`config.mk`:
```
export PLATFORM = sky130hd
export DESIGN_NAME = wakeup_edge_detect
export DESIGN_NICKNAME = d
export VERILOG_FILES = /design/src/rtl/wk_pkg.sv /design/src/rtl/wk_sync.sv /design/src/rtl/wk_chan_core.sv /design/src/rtl/wakeup_edge_detect.sv
export SDC_FILE = /design/constraint.sdc
export NUM_CORES = 1
export LEC_CHECK = 0
export BUFFER_PORTS_ARGS = -buffer_cell sky130_fd_sc_hd__buf_2
export CORE_MARGIN = 8
export CORE_UTILIZATION = 55
export DETAILED_ROUTE_END_ITERATION = 16
export GPL_ROUTABILITY_DRIVEN = 0
export GPL_TIMING_DRIVEN = 0
export PLACE_DENSITY = 0.85
export SETUP_SLACK_MARGIN = 0.02
export SKIP_LAST_GASP = 1
export SYNTH_ARGS = -nofsm -noshare
export SYNTH_HDL_FRONTEND = slang
export SYNTH_SLANG_ARGS = --single-unit
```
`constraint.sdc`:
```
create_clock -name clk -period 4.1 [get_ports clk]
set_input_delay 0.615 -clock clk [delete_from_list [all_inputs] [get_ports clk]]
set_output_delay 0.615 -clock clk [all_outputs]
set_load 0.05 [all_outputs]
```
`src/rtl/wk_pkg.sv`:
```
package wk_pkg;

  typedef enum logic [2:0] {
    CND_LOW  = 3'b000,
    CND_HIGH = 3'b001,
    CND_FALL = 3'b010,
    CND_RISE = 3'b011,
    CND_BOTH = 3'b100
  } cond_t;

  // Edge modes latch their request; level modes follow the line.
  function automatic logic is_edge_mode(input logic [2:0] c);
    return (c == CND_FALL) || (c == CND_RISE) || (c == CND_BOTH);
  endfunction

  // Trigger decision from the current sample s and previous sample p.
  function automatic logic cond_trigger(input logic [2:0] c, input logic s, input logic p);
    logic t;
    case (c)
      CND_LOW:  t = ~s;
      CND_HIGH: t = s;
      CND_FALL: t = p & ~s;
      CND_RISE: t = ~p & s;
      CND_BOTH: t = p ^ s;
      default:  t = 1'b0;
    endcase
    return t;
  endfunction

endpackage

```
`src/rtl/wk_sync.sv`:
```
module wk_sync #(
  parameter int W = 4
) (
  input  logic         clk,
  input  logic         rst_n,
  input  logic [W-1:0] async_i,
  output logic [W-1:0] smp_o,
  output logic [W-1:0] prv_o
);
  logic [W-1:0] meta_q;
  logic [W-1:0] smp_q;
  logic [W-1:0] prv_q;

  always_ff @(posedge clk or negedge rst_n) begin
    if (!rst_n) begin
      meta_q <= '0;
      smp_q  <= '0;
      prv_q  <= '0;
    end else begin
      meta_q <= async_i;
      smp_q  <= meta_q;
      prv_q  <= smp_q;
    end
  end

  assign smp_o = smp_q;
  assign prv_o = prv_q;
endmodule

```
`src/rtl/wk_chan_core.sv`:
```
module wk_chan_core
  import wk_pkg::*;
(
  input  logic       clk,
  input  logic       rst_n,
  input  logic       smp_i,
  input  logic       prv_i,
  input  logic       byte_we_i,
  input  logic [7:0] byte_wd_i,
  input  logic       clr_i,
  output logic       wake_o,
  output logic [7:0] cfg_o,
  output logic       err_o
);
  logic [2:0] cond_q;
  logic       en_q;
  logic       sticky_q;
  logic [1:0] stat_q;
  logic       err_q;

  // Named internal events for the assertions.
  logic illegal_wr;
  logic trig;
  logic edge_mode;
  logic hit;
  logic rise_ev;
  logic fall_ev;

  assign illegal_wr = byte_we_i && (byte_wd_i[6:4] != cond_q) && (byte_wd_i[0] != en_q);
  assign trig       = cond_trigger(cond_q, smp_i, prv_i);
  assign edge_mode  = is_edge_mode(cond_q);
  assign hit        = en_q && edge_mode && trig;
  assign rise_ev    = en_q && (cond_q == CND_BOTH) && smp_i && !prv_i;
  assign fall_ev    = en_q && (cond_q == CND_BOTH) && !smp_i && prv_i;

  always_ff @(posedge clk or negedge rst_n) begin
    if (!rst_n) begin
      cond_q   <= CND_LOW;
      en_q     <= 1'b0;
      sticky_q <= 1'b0;
      stat_q   <= 2'b00;
      err_q    <= 1'b0;
    end else begin
      if (byte_we_i) begin
        cond_q <= byte_wd_i[6:4];
        if (!illegal_wr) en_q <= byte_wd_i[0];
      end
      err_q    <= illegal_wr;
      sticky_q <= (sticky_q && !clr_i) || hit;
      stat_q   <= (stat_q & {2{!clr_i}}) | {fall_ev, rise_ev};
    end
  end

  assign wake_o = en_q && (edge_mode ? sticky_q : trig);
  assign cfg_o  = {1'b0, cond_q, (cond_q == CND_BOTH) ? stat_q : 2'b00, 1'b0, en_q};
  assign err_o  = err_q;


  en_off_chk: assert property (@(posedge clk) disable iff (!rst_n)
    !en_q |-> !wake_o);


  illegal_keep_en_chk: assert property (@(posedge clk) disable iff (!rst_n)
    illegal_wr |=> (en_q == $past(en_q)) && err_o);


  clr_wipe_chk: assert property (@(posedge clk) disable iff (!rst_n)
    (clr_i && !hit && !rise_ev && !fall_ev) |=> !sticky_q && (stat_q == 2'b00));


  stat_hidden_chk: assert property (@(posedge clk) disable iff (!rst_n)
    (cond_q != CND_BOTH) |-> (cfg_o[3:2] == 2'b00));


  reserved_quiet_chk: assert property (@(posedge clk) disable iff (!rst_n)
    (cond_q > 3'd4) |-> !wake_o);


  sticky_hold_chk: assert property (@(posedge clk) disable iff (!rst_n)
    (sticky_q && !clr_i) |=> sticky_q);
endmodule

```
`src/rtl/wakeup_edge_detect.sv`:
```
module wakeup_edge_detect #(
  parameter int NUM_CH   = 4,
  parameter int NUM_REGS = (NUM_CH + 1) / 2,
  parameter int AW       = $clog2(NUM_REGS + 1)
) (
  input  logic              clk,
  input  logic              rst_n,
  input  logic [NUM_CH-1:0] req_in,
  input  logic              wr_en,
  input  logic [AW-1:0]     wr_addr,
  input  logic [31:0]       wr_data,
  input  logic [AW-1:0]     rd_addr,
  output logic [31:0]       rd_data,
  output logic [NUM_CH-1:0] wake_o,
  output logic              wake_any_o,
  output logic              cfg_err_o
);
  localparam logic [AW-1:0] CLR_ADDR = AW'(NUM_REGS);

  logic [NUM_CH-1:0] smp;
  logic [NUM_CH-1:0] prv;
  logic [NUM_CH-1:0] err;
  logic [7:0]        cfg      [NUM_CH];
  logic [31:0]       reg_word [NUM_REGS];

  wk_sync #(.W(NUM_CH)) u_sync (
    .clk     (clk),
    .rst_n   (rst_n),
    .async_i (req_in),
    .smp_o   (smp),
    .prv_o   (prv)
  );

  for (genvar c = 0; c < NUM_CH; c++) begin : g_ch
    logic byte_we;
    logic clr;
    assign byte_we = wr_en && (wr_addr == AW'(c / 2));
    assign clr     = wr_en && (wr_addr == CLR_ADDR) && (wr_data[7:0] == 8'(c));

    wk_chan_core u_core (
      .clk       (clk),
      .rst_n     (rst_n),
      .smp_i     (smp[c]),
      .prv_i     (prv[c]),
      .byte_we_i (byte_we),
      .byte_wd_i (wr_data[8*(c%2) +: 8]),
      .clr_i     (clr),
      .wake_o    (wake_o[c]),
      .cfg_o     (cfg[c]),
      .err_o     (err[c])
    );
  end

  for (genvar r = 0; r < NUM_REGS; r++) begin : g_word
    if (2 * r + 1 < NUM_CH) begin : g_pair
      assign reg_word[r] = {16'h0000, cfg[2*r+1], cfg[2*r]};
    end else begin : g_single
      assign reg_word[r] = {24'h000000, cfg[2*r]};
    end
  end

  always_comb begin
    rd_data = '0;
    for (int r = 0; r < NUM_REGS; r++) begin
      if (rd_addr == AW'(r)) rd_data = reg_word[r];
    end
  end

  assign wake_any_o = |wake_o;
  assign cfg_err_o  = |err;
endmodule

```
**Word level (Yosys, flattened, before mapping)**

Index checks and enable logic that the tools add are counted.

- Output and inout port bits: 38
- Bits of input ports: 43
- Flip-flop bits (word level): 44
- Word-level logic and storage cells: 187

- Equality and inequality tests: 30
- Reduce and logical (&&, ||, !) cells: 88
- Muxes and demuxes: 14
- Bitwise operators: 32

Operator list:

| operator | count |
|---|---|
| $logic_and A1 B1 Y1 | 51 |
| $mux W32 | 1 |
| $eq A3 B2 Y1 const B | 8 |
| $pmux W1 S5 | 4 |
| $eq A8 B2 Y1 const B | 2 |
| $mux W15 | 1 |
| $eq A3 B1 Y1 const B | 4 |
| $eq A3 B3 Y1 const B | 4 |
| $logic_not A1 Y1 | 12 |
| $logic_not A3 Y1 | 4 |
| $logic_or A1 B1 Y1 | 12 |
| $ne A3 B3 Y1 | 4 |
| $not A1 Y1 | 12 |
| $and A1 B1 Y1 | 8 |
| $and A2 B2 Y2 | 4 |
| $eq A8 B1 Y1 const B | 1 |
| $logic_not A8 Y1 | 1 |
| $mux W2 | 4 |
| $or A2 B2 Y2 | 4 |
| $reduce_and A2 Y1 | 4 |
| $reduce_or A4 Y1 | 2 |
| $eq A2 B1 Y1 const B | 2 |
| $logic_not A2 Y1 | 2 |
| $mux W1 | 4 |
| 3 further kinds | 9 |

**Logic depth before layout (Yosys ltp)**

Gate-level depths: netlist of run 1.

- Depth after elaboration: 6
- Depth in mapped cells: 5
- Depth with buffers taken out: 5

**Modules after synthesis**

Synthesis of run 1 repeated with hierarchy kept, for this count alone.

- Cells, all modules: 255
- Area total of the unflattened synthesis: 2685.1 sq um

Modules (own cells, without submodules):

| module | times used | cells an instance | area an instance (sq um) |
|---|---|---|---|
| wk_chan_core | 4 | 44 | 473.0 |
| wakeup_edge_detect | 1 | 67 | 493.0 |
| wk_sync | 1 | 12 | 300.3 |

**Worst setup path after synthesis of run 1**

No wires, ideal clock.

- Path type: input -> output
- Start: input port rd_addr[0]
- End: output port rd_data[2]
- Cell stages on the path: 4
- Setup slack: 1374 ps
- Path buffers: 2
- Arrival time: 2111 ps
- Path through: clkbuf_1 -> buf_1 -> nand3_1 -> a21oi_1

- Cells in the longest elaborated chain, start to end: 3
- Elaborated cells on any way between the ends: 4
- Those cells by class: 1 x eq/ne; 2 x mux; 1 x reduce/logical

RTL lines:

| item | RTL line | text |
|---|---|---|
| start, declared | wakeup_edge_detect.sv:12 | `input logic [AW-1:0] rd_addr,` |
| $logic_not A2 Y1 | wakeup_edge_detect.sv:65 | `if (rd_addr == AW'(r)) rd_data = reg_word[r];` |
| $mux W15 | wakeup_edge_detect.sv:65 |  |
| $mux W32 * | wakeup_edge_detect.sv:65 |  |
| end, declared | wakeup_edge_detect.sv:13 | `output logic [31:0] rd_data,` |

Mark *: on every way between the ends. The rest lies on a longest branch, timed or not.

**Final worst setup path of run 1**

- Start: register g_ch[2].u_core.cond_q[0]
- End: output port wake_any_o

- Cells in the longest elaborated chain, start to end: 6
- Elaborated cells on any way between the ends: 11
- Those cells by class: 4 x eq/ne; 2 x mux; 5 x reduce/logical

RTL lines:

| item | RTL line | text |
|---|---|---|
| start, declared | wk_chan_core.sv:15 | `logic [2:0] cond_q;` |
| start signal, assigned | wk_chan_core.sv:45 | `cond_q <= byte_wd_i[6:4];` |
| parallel branches: the longest is 3 deep, another holds $pmux W1 S5 | -- |  |
| $mux W1 * | wk_chan_core.sv:54 | `assign wake_o = en_q && (edge_mode ? sticky_q : trig);` |
| $logic_and A1 B1 Y1 * | wk_chan_core.sv:54 |  |
| named net g_ch[2].u_core.wake_o | wk_chan_core.sv:11 | `output logic wake_o,` |
| $reduce_or A4 Y1 * | wakeup_edge_detect.sv:69 | `assign wake_any_o = \|wake_o;` |
| end, declared | wakeup_edge_detect.sv:15 | `output logic wake_any_o,` |

Mark *: on every way through the listed nets, which the timed path passes.

==> results of run 1 <==
layer usage:
| metal | part of all wire [%] | track usage [%] |
|---|---|---|
| met1 | 42 | 16.9 |
| met3 | 8.2 | 6.20 |
| met5 | 0 | 0 |
| met4 | 1.9 | 6.28 |
| met2 | 48 | 24.4 |
per-stage QoR:
stage | instance area, um2 | setup slack, ps | hold slack (ps) | utilization [%]
6_report | 2980 | 1310 | 351 | 64.8
5_1_grt | 2980 | 1090 | 357 | 64.8
4_1_cts | 2980 | 1290 | 354 | 64.8
3_5_place_dp | 2890 | 1460 | 336 | 62.8
3_3_place_gp | 2890 | 1410 | 333 | 62.8
2_1_floorplan | 2630 | 1370 | 319 | -
worst max path at each step:
stage,from,endpoint,slack (ps),depth (start not counted)
2_1_floorplan,rd_addr[0],rd_data[2],1370,4
3_3_place_gp,rd_addr[0],rd_data[11],1410,5
3_5_place_dp,rd_addr[0],rd_data[11],1460,5
4_1_cts,g_ch[2].u_core.cond_q[0],wake_any_o,1290,6
5_1_grt,g_ch[2].u_core.cond_q[0],wake_any_o,1090,6
6_report,g_ch[2].u_core.cond_q[0],wake_any_o,1310,6
final cells by class:
class	instances	area [um2]	area share, %
repair buffers	38	190	6.39
clock buffers	8	90.1	3.03
multi-input cells	166	1230	41.4
inverters	17	63.8	2.14
well taps	54	67.6	2.27
flip-flops and latches	44	1100	37.0
plain buffers	34	231	7.77
state kept, by name (all words and copies together), names as in the netlist:
| signal | flops |
|---|---|
| u_sync.smp_o | 4 |
| g_ch.u_core.en_q | 4 |
| g_ch.u_core.stat_q | 8 |
| g_ch.u_core.cond_q | 12 |
| u_sync.meta_q | 4 |
| g_ch.u_core.err_o | 4 |
| g_ch.u_core.sticky_q | 4 |
| u_sync.prv_o | 4 |
synth_stat cells, drive strengths merged (3+ instances only):
master	instances
a21oi	7
a22oi	3
a32o	8
buf	30
clkbuf	4
dfrtp	44
ha	8
inv	17
mux2	18
mux2i	9
nand2	5
nand3	4
nand3b	5
nor2	18
nor2b	4
nor3	8
nor3b	5
o21ai	4
o2bb2ai	3
or3	3
or4	3
xor2	17
cell usage in the layout, fill, tap and decap left out, types with 4 or more instances in the layout:
cell	instances
nor2_1	18
mux2i_1	9
nor3_1	7
clkbuf_1	5
a32o_1	8
dfrtp_1	44
mux2_2	18
buf_2	42
clkbuf_8	6
nand3_1	4
nand2_1	5
inv_1	17
nor2b_1	4
xor2_1	17
conb_1	20
o21ai_0	4
a21oi_1	7
buf_4	24
nand3b_1	5
ha_1	8
report_power, final:
group	switching, mW	internal, mW	total (mW)
sequential	0.0768	0.522	0.599
clock	0.139	0.137	0.276
combinational	0.365	0.214	0.579
cells by family (layout without fill, tap and decap cells):
group / after synthesis / after routing / synth area share, %
AOI/OAI and AO/OA: 29 / 29 / 8.56
muxes: 27 / 27 / 11.4
other: 1 / 20 / 0.147
and+or+nand+nor: 63 / 63 / 14.9
adders and majority gates: 8 / 8 / 3.91
DFF: 44 / 44 / 43.0
buffers and inverters: 51 / 97 / 11.5
xor gates and xnor gates: 19 / 19 / 6.50
==> run summary, run 1 <==
status: finished, final reports clean
synth unique cells: 41
r2r setup slk: 2600 ps
DR WL/cell: 14.6 um
Worst Clk Skew: 2.57 ps
DRT antenna net count: 0
CP required: 3480 ps
asr flop ratio synth: 100%
WP buf/inv: 2
Pre-antenna DRT Iters: 4
layout cell share with drive strength beyond 1: 31.6%
Floorplan Core Area: 0.00460 mm2
DIE WIDTH: 84.2 um
PostCTS Resize Cnt: 0
post-synthesis cell area: 0.00256 mm2
Tcrit/Tclk final: 68.1%
Placed Instances: 353
setup TNS: 0 ps
Worst-Skew Late Latency: 300 ps
startpoint class of the critical path: flop
H-tree depth: 2
first-pass GRT wire length: 8740 um
IO Count: 81
type of destination of the critical path: output pin
syn avg cell area: 10.6 um2
Worst EP arrival: 2180 ps
fill cell count: 382
maximum VDD drop: 331 uV
PortBufs: 38
Initial Utilization: 55.6%
Period minus WS final: 2790 ps
leak pwr: 1.49 nW
Hold Crit Start: u_sync.meta_q[1]
EDFF count, synth: 0
Worst Tran Pin Value: 964 ps
largest net degree at the start of global routing: 45
HPWL Detailed: 4120 um
total track usage: 15.0%
post-synthesis sequential area ratio: 43.0%
CP max stage delay: 540 ps
Finish-stage setup viols: 0
drt first-iter violations: 86
Clock transition at path regs: 70 ps
synthesized flop and latch total: 44
synth warn: 0
worst r2r src: g_ch[3].u_core.cond_q[0]
Synth area leaders: dfrtp_1, mux2_2, buf_4, xor2_1, ha_1
vias: 1872
WHS Path Cells: 0
Design Power: 1.45 mW
TritonCTS clock tree: built
Antenna diodes: 0
clk root buf: clkbuf_8
Area growth syn-to-layout: 16.4%
RSZ-0062 raised after global routing: false
hold crit path type: reg2reg
Final #Nets: 357
critical path class: reg2out
post-route insts no fill: 361
FF-to-FF path depth: 5
delay-heaviest family, CP: simple AND/OR/NAND/NOR gates
Synth Flop Type: dfrtp_1
reg-to-reg endpoint: g_ch[3].u_core.sticky_q
# rows: 25
hold-fix buffers at CTS: 0
postcts setup bufs: 0
PwrDens: 488 mW/mm2
Cells after Synth: 242
Hold EP: u_sync.smp_o[1]
Die Y: 84.2 um
crit-path cells: clkbuf_2, nor3b_1, o21ai_0, a21oi_1, or4_1, buf_2
critical-path cell with the highest stage delay: nor3b_1
maximum fanout along the worst path: 6
relative slew slack: 35.7%
grt ovf: 0
Max-Cap Viols: 0
initial antenna violation count: 0
Max Freq: 358 MHz
share of the synthesized area in the top cell type: 43.0%
vias in the first global route: 1868
CTS Sinks: 44
Final Hold Violating Endpoints: 0
die footprint: 0.00709 mm2
fin. max-slew vios: 0
largest area contributor in the netlist: dfrtp_1
Clock Tree Buf Depth: 2
post-DR vias/cell: 5.19
DRC viols: 0
drt total wl: 5280 um
total CTS buffers: 5
Power figures use the tool's default switching activity.
==> run 2, diff against run 1 <==
Settings changed: ABC_AREA from default to 1, CORE_UTILIZATION 55 to 52, PLACE_DENSITY 0.85 to 0.81.
Clock period 4.1 ns to 2.8 ns, I/O delays scaled along.
==> run summary, run 2 <==
type of destination of the critical path: output pin (unchanged)
TritonCTS clock tree: built (unchanged)
Worst-Skew Late Latency: 290 ps (was 300 ps)
critical path class: reg2out (unchanged)
CP max stage delay: 460 ps (was 540 ps)
max FFs per register: 12 (unchanged)
Antenna diodes: 0 (unchanged)
grt ovf: 0 (unchanged)
Area growth syn-to-layout: 16.3% (was 16.4%)
Finish-stage setup viols: 0 (unchanged)
relative slew slack: 35.9% (was 35.7%)
Worst Clk Skew: 6.33 ps (was 2.57 ps)
reg-to-reg endpoint: g_ch[2].u_core.sticky_q (was g_ch[3].u_core.sticky_q)
CTS Sinks: 44 (unchanged)
maximum fanout along the worst path: 6 (unchanged)
Largest regs: g_ch.u_core.cond_q x12, g_ch.u_core.stat_q x8 (unchanged)
HPWL Detailed: 4850 um (was 4120 um)
Reg with most FFs: g_ch.u_core.cond_q (unchanged)
DRT antenna net count: 0 (unchanged)
total track usage: 16.9% (was 15.0%)
Synth Flop Type: dfrtp_1 (unchanged)
# rows: 26 (was 25)
synthesized flop and latch total: 44 (unchanged)
DRC viols: 0 (unchanged)
synth warn: 0 (unchanged)
Max Freq: 479 MHz
post-synthesis cell area: 0.00268 mm2 (was 0.00256 mm2)
Critical Path Stages: 9 (was 6)
PostCTS Resize Cnt: 0 (unchanged)
most frequent cells in the layout: nand2_1, inv_1, dfrtp_1 (was dfrtp_1, buf_2, buf_4)
Floorplan Core Area: 0.00504 mm2 (was 0.00460 mm2)
first-pass GRT wire length: 10200 um (was 8740 um)
maximum VDD drop: 387 uV (was 331 uV)
PwrDens: 630 mW/mm2 (was 488 mW/mm2)
H-tree depth: 2 (unchanged)
Final #Nets: 461 (was 357)
WHS Path Cells: 1 (was 0)
hold crit path type: in2reg (was reg2reg)
total CTS buffers: 5 (unchanged)
initial antenna violation count: 0 (unchanged)
commonest cells in the netlist: nand2_1, inv_1, dfrtp_1 (was dfrtp_1, buf_4, mux2_2, nor2_1)
Worst EP arrival: 1670 ps (was 2180 ps)
PortBufs: 39 (was 38)
RSZ-0062 raised after global routing: false (unchanged)
vias: 2361 (was 1872)
status: finished, final reports clean (unchanged)
clk root buf: clkbuf_8 (unchanged)
largest area contributor in the netlist: dfrtp_1 (unchanged)
DR WL/cell: 12.8 um (was 14.6 um)
Hold EP: u_sync.meta_q[3] (was u_sync.smp_o[1])
drt total wl: 6150 um (was 5280 um)
Initial Utilization: 53.1% (was 55.6%)
post-route insts no fill: 480 (was 361)
Period minus WS final: 2090 ps
delay-heaviest family, CP: buffers and inverters (was simple AND/OR/NAND/NOR gates)
r2r setup slk: 1540 ps (was 2600 ps)
Worst Tran Pin Value: 961 ps (was 964 ps)
vias in the first global route: 2422 (was 1868)
post-route cell area: 0.00311 mm2 (was 0.00298 mm2)
Clock transition at path regs: 80 ps (was 70 ps)
DIE WIDTH: 87.8 um (was 84.2 um)
drt first-iter violations: 174 (was 86)
most common cell after layout, fill and taps aside: nand2_1 (was dfrtp_1)
startpoint class of the critical path: flop (unchanged)
fill cell count: 463 (was 382)
CP required: 2380 ps (was 3480 ps)
crit-path cells: inv_2, nand3_1, nand2_1, nand2_1, nand2_1, nand2_1, inv_1, buf_4, buf_2 (was clkbuf_2, nor3b_1, o21ai_0, a21oi_1, or4_1, buf_2)
FF-to-FF path depth: 7 (was 5)
EDFF count, synth: 0 (unchanged)
critical-path cell with the highest stage delay: dfrtp_1 (was nor3b_1)
IO Count: 81 (unchanged)
fin. max-slew vios: 0 (unchanged)
setup TNS: 0 ps (unchanged)
Tcrit/Tclk final: 74.5%
Clock Tree Buf Depth: 2 (unchanged)
die footprint: 0.00770 mm2 (was 0.00709 mm2)
Max-Cap Viols: 0 (unchanged)
post-DR vias/cell: 4.92 (was 5.19)
post-synthesis sequential area ratio: 41.1% (was 43.0%)
first element of the critical path: g_ch[2].u_core.cond_q[0] (unchanged)
syn avg cell area: 7.76 um2 (was 10.6 um2)
asr flop ratio synth: 100% (unchanged)
layout cell share with drive strength beyond 1: 23.7% (was 31.6%)
largest net degree at the start of global routing: 45 (unchanged)
Pre-antenna DRT Iters: 4 (unchanged)
Placed Instances: 473 (was 353)
WP buf/inv: 4 (was 2)
Design Power: 1.96 mW (was 1.45 mW)
leak pwr: 1.73 nW (was 1.49 nW)
hold-fix buffers at CTS: 0 (unchanged)
share of the synthesized area in the top cell type: 41.1% (was 43.0%)
Synth area leaders: dfrtp_1, nand2_1, buf_4, inv_1, nand3_1 (was dfrtp_1, mux2_2, buf_4, xor2_1, ha_1)
worst r2r src: u_sync.smp_o[2] (was g_ch[3].u_core.cond_q[0])
most used cell, CP: nand2_1
Hold Crit Start: req_in[3] (was u_sync.meta_q[1])
Area after DPL: 0.00303 mm2 (was 0.00289 mm2)
synth unique cells: 27 (was 41)
most numerous cell in the Yosys netlist: nand2_1 (was dfrtp_1)
postcts setup bufs: 0 (unchanged)
Final Hold Violating Endpoints: 0 (unchanged)
Cells after Synth: 345 (was 242)
Die Y: 87.8 um (was 84.2 um)
-- run 2: cell types whose count changed after synthesis, sizes merged, moves of 9 or more --
cell,change
inv,+45
mux2,-18
mux2i,-9
nand2,+65
nand3,+33
o21ai,+22
o22ai,+9
xnor2,+10
xor2,-13
-- run 2: metal layers --
layer	GRT usage [%]	part of all wire, %	vias up
li1	-	-	1174
met3	3.94	5.4	21
met1	18.4	43	1101
met2	29.2	48	65
met4	9.69	3.6	0
met5	0	0	-
-- run 2: worst max path at each step --
stage                              to  slack, ps
after CTS                   wake_o[3]        710
after global placement     rd_data[0]        780
final                       wake_o[2]        710
after detailed placement   rd_data[6]        810
after floorplan           rd_data[14]        580
after global routing        wake_o[2]        550
-- run 2: area by class of cell --
class | instances | area (um2) | share of cell area (%)
multi-input combinational | 229 | 1200 | 38.6
timing repair buffer | 39 | 195 | 6.27
tap | 70 | 87.6 | 2.81
clock inverter | 2 | 12.5 | 0.402
buffer | 29 | 214 | 6.87
sequential | 44 | 1100 | 35.4
clock buffer | 5 | 68.8 | 2.21
inverter | 62 | 233 | 7.47
-- run 2: power breakdown --
group          leakage, nW  switching [mW]  internal (mW)
registers            0.503          0.0895          0.705
logic                 1.19           0.543          0.243
clock network       0.0400           0.211          0.169
total                 1.73           0.844           1.12
-- run 2: cell families after synthesis --
| logic type | count (synthesis) | synth area share, % |
|---|---|---|
| DFF | 44 | 41.1 |
| buffers and inverters | 91 | 16.7 |
| adders and majority gates | 8 | 3.74 |
| other | 1 | 0.140 |
| and+or+nand+nor | 147 | 25.5 |
| xor gates and xnor gates | 16 | 5.23 |
| AOI/OAI and AO/OA | 38 | 7.61 |
-- run 2: per-stage QoR --
stage / setup slack [ps] / hold WS (ps) / utilization (%)
finish: 713 / 223 / 61.8
global route: 554 / 209 / 61.8
CTS: 708 / 216 / 61.8
detailed placement: 809 / 336 / 60.1
global placement: 778 / 331 / 60.1
floorplan: 580 / 124 / -
